<file path="src/rtl/xbit_pkg.sv">
// Package: shared types for the prefixed bit/shift execution unit.
// Assumes an 8-bit opcode with fields group[7:6], select[5:3], reg[2:0].
package xbit_pkg;

    typedef enum logic [2:0] {
        SH_ROL_CIRC  = 3'd0,
        SH_ROR_CIRC  = 3'd1,
        SH_ROL_CARRY = 3'd2,
        SH_ROR_CARRY = 3'd3,
        SH_SHL       = 3'd4,
        SH_SHR_ARITH = 3'd5,
        SH_NIB_SWAP  = 3'd6,
        SH_SHR_LOGIC = 3'd7
    } shift_kind_e;

    typedef enum logic [1:0] {
        GRP_SHIFT = 2'd0,
        GRP_TEST  = 2'd1,
        GRP_CLEAR = 2'd2,
        GRP_SET   = 2'd3
    } group_e;

    typedef struct packed {
        logic z;
        logic n;
        logic h;
        logic c;
    } flags_t;

    typedef struct packed {
        group_e     grp;
        logic [2:0] sel;
        logic [2:0] reg_idx;
    } dec_t;

endpackage

</file>
<file path="src/rtl/xbit_decode.sv">
// Module: xbit_decode
// Splits the prefixed opcode byte into group, select and register fields.
// Assumes the opcode is a full 8-bit byte; purely combinational.
module xbit_decode
    import xbit_pkg::*;
(
    input  logic [7:0] opcode,
    output dec_t       dec
);
    // Field extraction from fixed bit positions.
    always_comb begin
        dec.grp     = group_e'(opcode[7:6]);
        dec.sel     = opcode[5:3];
        dec.reg_idx = opcode[2:0];
    end
endmodule

</file>
<file path="src/rtl/xbit_shifter.sv">
// Module: xbit_shifter
// Computes the eight rotate/shift/swap forms and the carry they produce.
// Assumes DATA_W is even (nibble swap splits the word in halves).
module xbit_shifter
    import xbit_pkg::*;
#(
    parameter int DATA_W = 8
) (
    input  logic [DATA_W-1:0] din,
    input  logic              carry_in,
    input  shift_kind_e       kind,
    output logic [DATA_W-1:0] dout,
    output logic              carry_out
);
    localparam int MSB   = DATA_W - 1;
    localparam int HALF  = DATA_W / 2;

    // Select the shifted word and the bit that leaves it.
    always_comb begin
        unique case (kind)
            SH_ROL_CIRC: begin
                dout      = {din[MSB-1:0], din[MSB]};
                carry_out = din[MSB];
            end
            SH_ROR_CIRC: begin
                dout      = {din[0], din[MSB:1]};
                carry_out = din[0];
            end
            SH_ROL_CARRY: begin
                dout      = {din[MSB-1:0], carry_in};
                carry_out = din[MSB];
            end
            SH_ROR_CARRY: begin
                dout      = {carry_in, din[MSB:1]};
                carry_out = din[0];
            end
            SH_SHL: begin
                dout      = {din[MSB-1:0], 1'b0};
                carry_out = din[MSB];
            end
            SH_SHR_ARITH: begin
                dout      = {din[MSB], din[MSB:1]};
                carry_out = din[0];
            end
            SH_NIB_SWAP: begin
                dout      = {din[HALF-1:0], din[MSB:HALF]};
                carry_out = 1'b0;
            end
            default: begin
                dout      = {1'b0, din[MSB:1]};
                carry_out = din[0];
            end
        endcase
    end
endmodule

</file>
<file path="src/rtl/xbit_bitop.sv">
// Module: xbit_bitop
// Single-bit test, clear and set on the operand at the selected index.
// Assumes the index width covers DATA_W bits; test returns the operand unchanged.
module xbit_bitop
    import xbit_pkg::*;
#(
    parameter int DATA_W = 8,
    parameter int IDX_W  = $clog2(DATA_W)
) (
    input  logic [DATA_W-1:0] din,
    input  logic [IDX_W-1:0]  idx,
    input  group_e            grp,
    output logic [DATA_W-1:0] dout,
    output logic              tested
);
    logic [DATA_W-1:0] mask;

    // One-hot mask, one comparator per bit position.
    for (genvar i = 0; i < DATA_W; i++) begin : g_mask
        assign mask[i] = (idx == IDX_W'(i));
    end

    // Apply the mask according to the group.
    always_comb begin
        tested = |(din & mask);
        unique case (grp)
            GRP_SET:   dout = din | mask;
            GRP_CLEAR: dout = din & ~mask;
            default:   dout = din;
        endcase
    end
endmodule

</file>
<file path="src/rtl/xbit_unit.sv">
// Module: xbit_unit (top)
// Executes one prefixed bit/shift opcode per accepted request; all outputs
// are registered and appear one clock after in_valid. Assumes the operand
// has already been fetched by the caller. Synchronous active-low reset.
module xbit_unit
    import xbit_pkg::*;
#(
    parameter int DATA_W = 8
) (
    input  logic              clk,
    input  logic              rst_n,
    input  logic              in_valid,
    input  logic [7:0]        opcode,
    input  logic [DATA_W-1:0] operand,
    input  logic [3:0]        flags_in,
    output logic              out_valid,
    output logic              wr_en,
    output logic [2:0]        reg_sel,
    output logic [DATA_W-1:0] result,
    output logic [3:0]        flags_out
);
    localparam int IDX_W = $clog2(DATA_W);

    dec_t              dec;
    flags_t            fin;
    logic [DATA_W-1:0] sh_res;
    logic              sh_carry;
    logic [DATA_W-1:0] bit_res;
    logic              bit_tested;
    logic [DATA_W-1:0] nxt_res;
    logic              nxt_wr;
    flags_t            nxt_flags;

    assign fin = flags_t'(flags_in);

    xbit_decode u_dec (
        .opcode (opcode),
        .dec    (dec)
    );

    xbit_shifter #(.DATA_W(DATA_W)) u_shift (
        .din       (operand),
        .carry_in  (fin.c),
        .kind      (shift_kind_e'(dec.sel)),
        .dout      (sh_res),
        .carry_out (sh_carry)
    );

    xbit_bitop #(.DATA_W(DATA_W), .IDX_W(IDX_W)) u_bit (
        .din    (operand),
        .idx    (IDX_W'(dec.sel)),
        .grp    (dec.grp),
        .dout   (bit_res),
        .tested (bit_tested)
    );

    // Merge group results into the next result, strobe and flags.
    always_comb begin
        nxt_res   = bit_res;
        nxt_wr    = 1'b1;
        nxt_flags = fin;
        unique case (dec.grp)
            GRP_SHIFT: begin
                nxt_res   = sh_res;
                nxt_flags = '{z: (sh_res == '0), n: 1'b0, h: 1'b0, c: sh_carry};
            end
            GRP_TEST: begin
                nxt_wr    = 1'b0;
                nxt_flags = '{z: ~bit_tested, n: 1'b0, h: 1'b1, c: fin.c};
            end
            default: ;
        endcase
    end

    // Output register; idle cycles drop valid and strobe, hold the data.
    always_ff @(posedge clk) begin
        if (!rst_n) begin
            out_valid <= 1'b0;
            wr_en     <= 1'b0;
            reg_sel   <= '0;
            result    <= '0;
            flags_out <= '0;
        end else if (in_valid) begin
            out_valid <= 1'b1;
            wr_en     <= nxt_wr;
            reg_sel   <= dec.reg_idx;
            result    <= nxt_res;
            flags_out <= nxt_flags;
        end else begin
            out_valid <= 1'b0;
            wr_en     <= 1'b0;
        end
    end
endmodule

</file>
<file path="config.mk">
export PLATFORM = sky130hd
export DESIGN_NAME = xbit_unit
export DESIGN_NICKNAME = d
export VERILOG_FILES = /design/src/rtl/xbit_pkg.sv /design/src/rtl/xbit_decode.sv /design/src/rtl/xbit_shifter.sv /design/src/rtl/xbit_bitop.sv /design/src/rtl/xbit_unit.sv
export SDC_FILE = /design/constraint.sdc
export NUM_CORES = 1
export LEC_CHECK = 0
export ABC_AREA = 0
export BUFFER_PORTS_ARGS = -buffer_cell sky130_fd_sc_hd__buf_2
export CORE_ASPECT_RATIO = 1.2
export CORE_MARGIN = 10
export CORE_UTILIZATION = 45
export DETAILED_ROUTE_END_ITERATION = 10
export PLACE_DENSITY_LB_ADDON = 0.05
export SYNTH_ARGS = -nofsm -noshare
export SYNTH_HDL_FRONTEND = slang
export SYNTH_HIERARCHICAL = 1
export SYNTH_SLANG_ARGS = --single-unit
</file>
<file path="constraint.sdc">
create_clock -name clk -period 2.1 [get_ports clk]
set_input_delay 0.63 -clock clk [delete_from_list [all_inputs] [get_ports clk]]
set_output_delay 0.63 -clock clk [all_outputs]
set_load 0.01 [all_outputs]
</file>
== Word-level counts from Yosys, hierarchy flattened ==
Index checks and enable logic that the tools add are counted.
Widths: inputs -> output; s select.

* Logic and storage cells: 33
* Register bits: 17
* Output and inout bits: 17
* Bits of input ports: 23

* Reductions and logical operators: 6
* Mux-type cells: 7
* Bitwise gates (word level): 5
* Equal/unequal tests: 10

{| class="wikitable"
|+ Operators with widths
! cell !! number
|-
| $pmux 8 s7 || 1
|-
| $and 8x8->8 || 2
|-
| $pmux 8 s2 || 1
|-
| $eq 3x3->1 const B || 4
|-
| $logic_not 8->1 || 1
|-
| $mux 8 || 1
|-
| $not 8->8 || 1
|-
| $or 8x8->8 || 1
|-
| $pmux 4 s2 || 1
|-
| $reduce_or 8->1 || 1
|-
| $eq 3x2->1 const B || 2
|-
| $eq 2x2->1 const B || 2
|-
| $eq 3x1->1 const B || 1
|-
| $logic_not 3->1 || 1
|-
| $reduce_or 3->1 || 1
|-
| $eq 2x1->1 const B || 1
|-
| $logic_not 2->1 || 1
|-
| $mux 1 || 2
|-
| $pmux 1 s2 || 1
|-
| $reduce_and 2->1 || 1
|-
| $not 1->1 || 1
|}

== Logic depth before layout (Yosys ltp) ==
Gate-level depths: netlist (run 1).

* Depth after elaboration: 5
* Gate-level depth with buffers: 8

== Hierarchy ==
The synthesis (run 1) kept the hierarchy.

{| class="wikitable"
|+ By module, submodules not included
! module !! area each (um^2) !! instances !! cells each
|-
| xbit_unit || 719.4 || 1 || 82
|-
| xbit_bitop || 259.0 || 1 || 22
|-
| xbit_shifter || 222.7 || 1 || 36
|-
| xbit_decode || 60.1 || 1 || 8
|}

== Worst setup path after synthesis (run 1) ==
OpenSTA, ideal clock, no wires.

* Path type: in2reg
* Start: in opcode[5]
* End: reg flags_out[3]
* Stages on the path: 6
* Setup time: 0.074 ns
* Arrival time: 1.913 ns
* Required time: 2.026 ns
* Slack: 0.113 ns
* Cell sequence: buf_4 > buf_6 > mux4_1 > mux2_2 > a2bb2oi_1 > a31oi_1

* Word-level cells in the longest chain between the ends: 5
* Elaborated cells on any way between the ends: 14

{| class="wikitable"
|+ Ends and longest elaborated chain
! what !! line !! text
|-
| start, declared || xbit_unit.sv:13 || <nowiki>input logic [7:0] opcode,</nowiki>
|-
| $eq 3x1->1 (tied with other cells) || xbit_bitop.sv:20 || <nowiki>assign mask[i] = (idx == IDX_W'(i));</nowiki>
|-
| $and 8x8->8 * || xbit_bitop.sv:25 || <nowiki>tested = |(din & mask);</nowiki>
|-
| $reduce_or 8->1 * || xbit_bitop.sv:25 ||
|-
| via bit_tested || xbit_unit.sv:29 || <nowiki>logic bit_tested;</nowiki>
|-
| $not 1->1 * || xbit_unit.sv:69 || <nowiki>nxt_flags = '{z: ~bit_tested, n: 1'b0, h: 1'b1, c: fin.c};</nowiki>
|-
| $pmux 4 s2 * || xbit_unit.sv:62 || <nowiki>unique case (dec.grp)</nowiki>
|-
| end signal, assigned || xbit_unit.sv:88 || <nowiki>flags_out <= nxt_flags;</nowiki>
|-
| end, declared || xbit_unit.sv:20 || <nowiki>output logic [3:0] flags_out</nowiki>
|}

Mark *: on every way through the listed nets, which the timed path passes. The rest lies on a longest branch.
A chain may end at the register's enable or synchronous reset.

== Worst setup path in the final report (run 1) ==
* Start: in opcode[3]
* End: reg flags_out[3]

The elaborated chain is that of the path after synthesis.

==> impl_metrics.ini, run 1 <==
[outcome]
outcome = finished, final reports clean

[clocking]
cts_htree_levels = 1
hold_buffers = 0
clock_path_buffers = 2
cts_root_buf = clkbuf_4
cts_setup_buffers = 0
clk-insertion-delay-late_ns = 0.28
tritoncts.num_buffers = 3
cts_resized = 0
clk_pin_slew_ns = 0.09
clock_sinks = 17
cts_tree = yes

[detailed_routing]
postRouteAntennaNets = 0
route.final.wire_length_um = 3380
detail_route.wl_per_cell_um = 15.9
dr.first_iter.drc_count = 38
drc = 0
firstDrtPassIters = 4
viasPerCell = 5.76
via_count = 1227

[timing]
fmax_ghz = 0.572
drv_slew = 0
relSlewSlack_pct = 68.3
tightest_slew_ns = 0.475
grt_setup_unrepaired = no
final_hold_viol_count = 0
min_period_ns = 1.75
setup_tns_ns = 0
final-setup-viol-count = 0
fin_crit_sh_pct = 83.3
finalClockSkew_ns = 0

[power]
ir_drop_uv = 220
p_per_area_nw_per_um2 = 517
power_uw = 746
leakage_uw = 0.000649

[critical_path]
path_class = in -> reg
max_stage_delay_ns = 0.56
r2r-start = result[2]
arrival_ns = 1.96
cp_max_fo = 11
cp.required_ns = 2.31
setup.worst_path.start = opcode[3]
slowest_stage = mux4_1
path_cells = buf_2, mux4_1, mux2_2, a2bb2oi_1, a31oi_1
setup.worst_path.start_class = input pin
endpoint_kind = register

[die]
ios = 40
die_w_um = 68.3
die_h_um = 78.0
rows = 20
coreArea_um2 = 2600
start_util_pct = 48.5
die_area_um2 = 5330

[yosys]
ys_types = 31
synthArstFlopShare_pct = 0
yosysSeqAreaShare_pct = 27.0
yosysWarnings = 6
syn_nets = 171
netlist_area_um2 = 1260
synth-edff-count = 0
syn_inst = 148
syn_area_per_cell_um2 = 8.52
ys_ff_latch = 17
ys.flop_type = dfxtp_1

[cells_and_area]
antenna_cells = 0
multi_input_area_um2 = 772
final_common_cell = buf_2
utilization_pct = 55.4
layout_common_cells = buf_2, nand2_1, dfxtp_1
num-nets-final = 204
fin_area_um2 = 1440
seqCellArea_um2 = 340
fillers = 267
area_growth_pct = 14.4
drive_above_1_share_pct = 35.6

[global_routing]
grt_pass1_wl_um = 5730
antenna_found_initial = 0
grt-ovfl-total = 0
grt_pass1_vias = 1216
grt_max_degree = 29
track_usage_pct = 13.0

[hold_path]
hold_class = reg -> reg
hold_start = flags_out[2]

[flow_run]
maxCapViolations = 0

[placed_design]
place_area_um2 = 1420
dp_hpwl_um = 2630
portBuffers = 39
place.gp.congestion = 0.921
-- layout make-up --
type,instances,area share (%)
timing repair buffer,47,17.7
inverter,2,0.520
clock buffer,4,1.82
sequential,17,23.6
multi-input combinational,110,53.5
tap,33,2.86
-- path summary, 6_finish.rpt --
| kind | to | slack, ns | cells after the start |
|---|---|---|---|
| worst min-delay path | flags_out[2] | 0.47 | 2 |
| worst max register to register | result[2] | 1.36 | 2 |
| worst max-delay path | flags_out[3] | 0.35 | 5 |
| worst min register to register | flags_out[2] | 0.47 | 2 |
-- synth_stat cells (4+ instances only) --
master	instances	area, µm²
nand2_1	18	67.6
dfxtp_1	17	340
nor2_1	12	45.0
o21ai_0	12	60.1
buf_4	10	75.1
mux2i_1	10	100
a311oi_1	9	78.8
mux2_2	9	101
o21ai_1	7	35.0
buf_6	4	45.0
-- flip-flops by register name, indices dropped and copies added, names as in the netlist --
register,count
result,8
flags_out,4
reg_sel,3
out_valid,1
wr_en,1
-- where the power goes --
group	internal, µW	switching [µW]
logic	100	124
clock network	73.7	94.8
registers	344	9.38
-- metal layers --
metal	wire length, µm	vias up	GRT usage, %	share of wire, %
met5	0	-	0	0
met4	40	0	4.64	1.2
met3	310	4	3.59	9.2
met2	1530	48	19.9	45
met1	1490	566	16.7	44
li1	-	609	-	-
-- worst max-delay path, delay by kind of cell --
family	cells	cell delay [ns]
compound gates	2	0.31
mux	2	0.83
buf+inv	1	0.19
-- stage by stage --
stage / cells / hold slack (ns) / setup WS, ns
global route: 213 / 0.501 / 0.250
floorplan: 148 / 0.489 / 0.113
CTS: 213 / 0.473 / 0.374
global placement: 209 / 0.451 / 0.102
finish: 213 / 0.469 / 0.351
detailed placement: 209 / 0.458 / 0.0768
-- kinds of logic after synthesis --
logic type | after synthesis | share of synthesized area (%)
AND/OR/NAND/NOR | 50 | 21.3
multiplexers | 21 | 20.1
flip-flops | 17 | 27.0
AO/OA/AOI/OAI | 39 | 19.7
buffers and inverters | 21 | 11.8
Power figures use the tool's default switching activity.
==> run 2, diff against run 1 <==
CORE_UTILIZATION = 50   (was 45)
clock period = 1.8 ns   (was 2.1 ns; I/O delays follow)
==> run 2 against run 1 <==
Effect of this change: via count is 2.6% higher; power is 21% higher; die area is 7.3% lower; sequential cell count stayed put; clock-buffer cell count is 1 lower; critical path type unchanged; highest routed layer unchanged.
==> impl_metrics.ini, run 2 (synthesized netlist as in run 1, its figures left out) <==
[timing]
relSlewSlack_pct = 68.6
setup_tns_ns = 0
tightest_slew_ns = 0.471
final-setup-viol-count = 0
grt_setup_unrepaired = no
finalClockSkew_ns = 0
final_hold_viol_count = 0
drv_slew = 0
fmax_ghz = 0.608
min_period_ns = 1.64
fin_crit_sh_pct = 91.3

[critical_path]
max_stage_delay_ns = 0.24
arrival_ns = 1.87
r2r-end = result[3]
ff2ff_path_depth = 2
path_depth = 8
path_class = in -> reg
cp_max_fo = 9
cp_top_family = compound AO/OA/AOI/OAI gates
path_buf_inv = 2
reg2reg_slack_ns = 1.07
r2r-start = result[3]
setup.worst_path.start = opcode[5]
endpoint = flags_out[3]
cp.required_ns = 2.02
endpoint_kind = register
slowest_stage = nor4_1
setup.worst_path.start_class = input pin
path_cells = buf_2, buf_4, and3_1, a211oi_1, o32ai_1, nor4_1, nand3_1, a31oi_1

[die]
die_w_um = 65.8
ios = 40
rows = 19
die_h_um = 75.0
coreArea_um2 = 2350
die_area_um2 = 4940
start_util_pct = 53.6

[placed_design]
place_inst = 221
place.gp.congestion = 0.886
dp_hpwl_um = 2820
portBuffers = 39

[power]
p_per_area_nw_per_um2 = 586
pwr-share-clk_pct = 22.1
leakage_uw = 0.000710
power.switching_uw = 279
combPwrFrac_pct = 32.2
power.internal_uw = 624
netSwitchingFraction_pct = 30.9
pwr-share-seq_pct = 45.7
ir_drop_uv = 356

[cells_and_area]
layout_common_cells = buf_2, buf_4, nand2_1
final_common_cell = buf_2
regMostFlops = result
largest_reg_flops = 8
drive_above_1_share_pct = 41.8
antenna_cells = 0
num-nets-final = 218
area_growth_pct = 22.0
reg_top3 = result x8, flags_out x4, reg_sel x3
final_cells = 225
utilization_pct = 65.4

[clocking]
clock_path_buffers = 2
clock_sinks = 17
clk_pin_slew_ns = 0.10
cts_setup_buffers = 0
tritoncts.num_buffers = 3
cts_root_buf = clkbuf_4
cts_tree = yes
cts_htree_levels = 1
clk-insertion-delay-late_ns = 0.29
hold_buffers = 0
cts_resized = 0

[global_routing]
track_usage_pct = 13.9
grt_pass1_vias = 1237
antenna_found_initial = 0
grt_max_degree = 29
grt_pass1_wl_um = 5580
grt-ovfl-total = 0

[detailed_routing]
firstDrtPassIters = 4
detail_route.wl_per_cell_um = 15.5
drc = 0
route.final.wire_length_um = 3490
via_count = 1259
viasPerCell = 5.60
postRouteAntennaNets = 0
dr.first_iter.drc_count = 36

[hold_path]
hold_class = reg -> reg
hold_start = flags_out[2]

[flow_run]
maxCapViolations = 0

[outcome]
outcome = finished, final reports clean
==> run 2: cell count changes in the layout (fill, tap and decap cells not counted) <==
cell,previous run,this run
clkinv_2,0,1
clkbuf_1,1,0
mux4_2,0,2
mux4_1,2,0
buf_4,8,22
==> run 2: area by class of cell <==
class | instances | area, µm²
repair buffers | 61 | 360
inverters | 2 | 7.51
multi-input cells | 110 | 764
well taps | 31 | 38.8
flip-flops and latches | 17 | 340
fillers | 212 | 815
clock buffers | 3 | 22.5
clock inverters | 1 | 5.00
==> run 2: power by group through the flow <==
stage	clock network, µW	registers, µW	logic [µW]
CTS	202	413	290
global route	217	415	318
floorplan	0	434	171
global placement	0	420	287
detailed placement	0	421	290
finish	199	413	291
==> run 2: worst min path at each step <==
stage                     cells after the start            to  slack (ns)
after floorplan                               2  flags_out[2]        0.49
final                                         2  flags_out[2]        0.48
after CTS                                     2  flags_out[2]        0.48
after global placement                        2  flags_out[2]        0.45
after global routing                          3    reg_sel[2]        0.50
after detailed placement                      2  flags_out[2]        0.47
==> run 2: worst min-delay path, stage by stage, from the launching register on <==
cell,delay (ns)
dfxtp_1,0.32
nand2b_1,0.06
a21oi_1,0.05
==> run 2: routing by layer <==
metal / global-route usage (%) / vias to the layer above / share of wire [%]
li1: - / 635 / -
met2: 23.9 / 53 / 46
met1: 15.7 / 558 / 45
met3: 3.12 / 13 / 6.6
met4: 7.14 / 0 / 2.7
met5: 0 / - / 0
==> run 2: per-stage QoR <==
stage	hold WS (ns)	power, µW	setup WS, ns	cell area, µm²
after floorplan	0.489	605	-0.0229	1260
after global placement	0.452	707	-0.0968	1510
after detailed placement	0.465	711	-0.130	1510
after CTS	0.479	905	0.169	1540
after global routing	0.498	950	0.0181	1540
final	0.475	902	0.156	1540
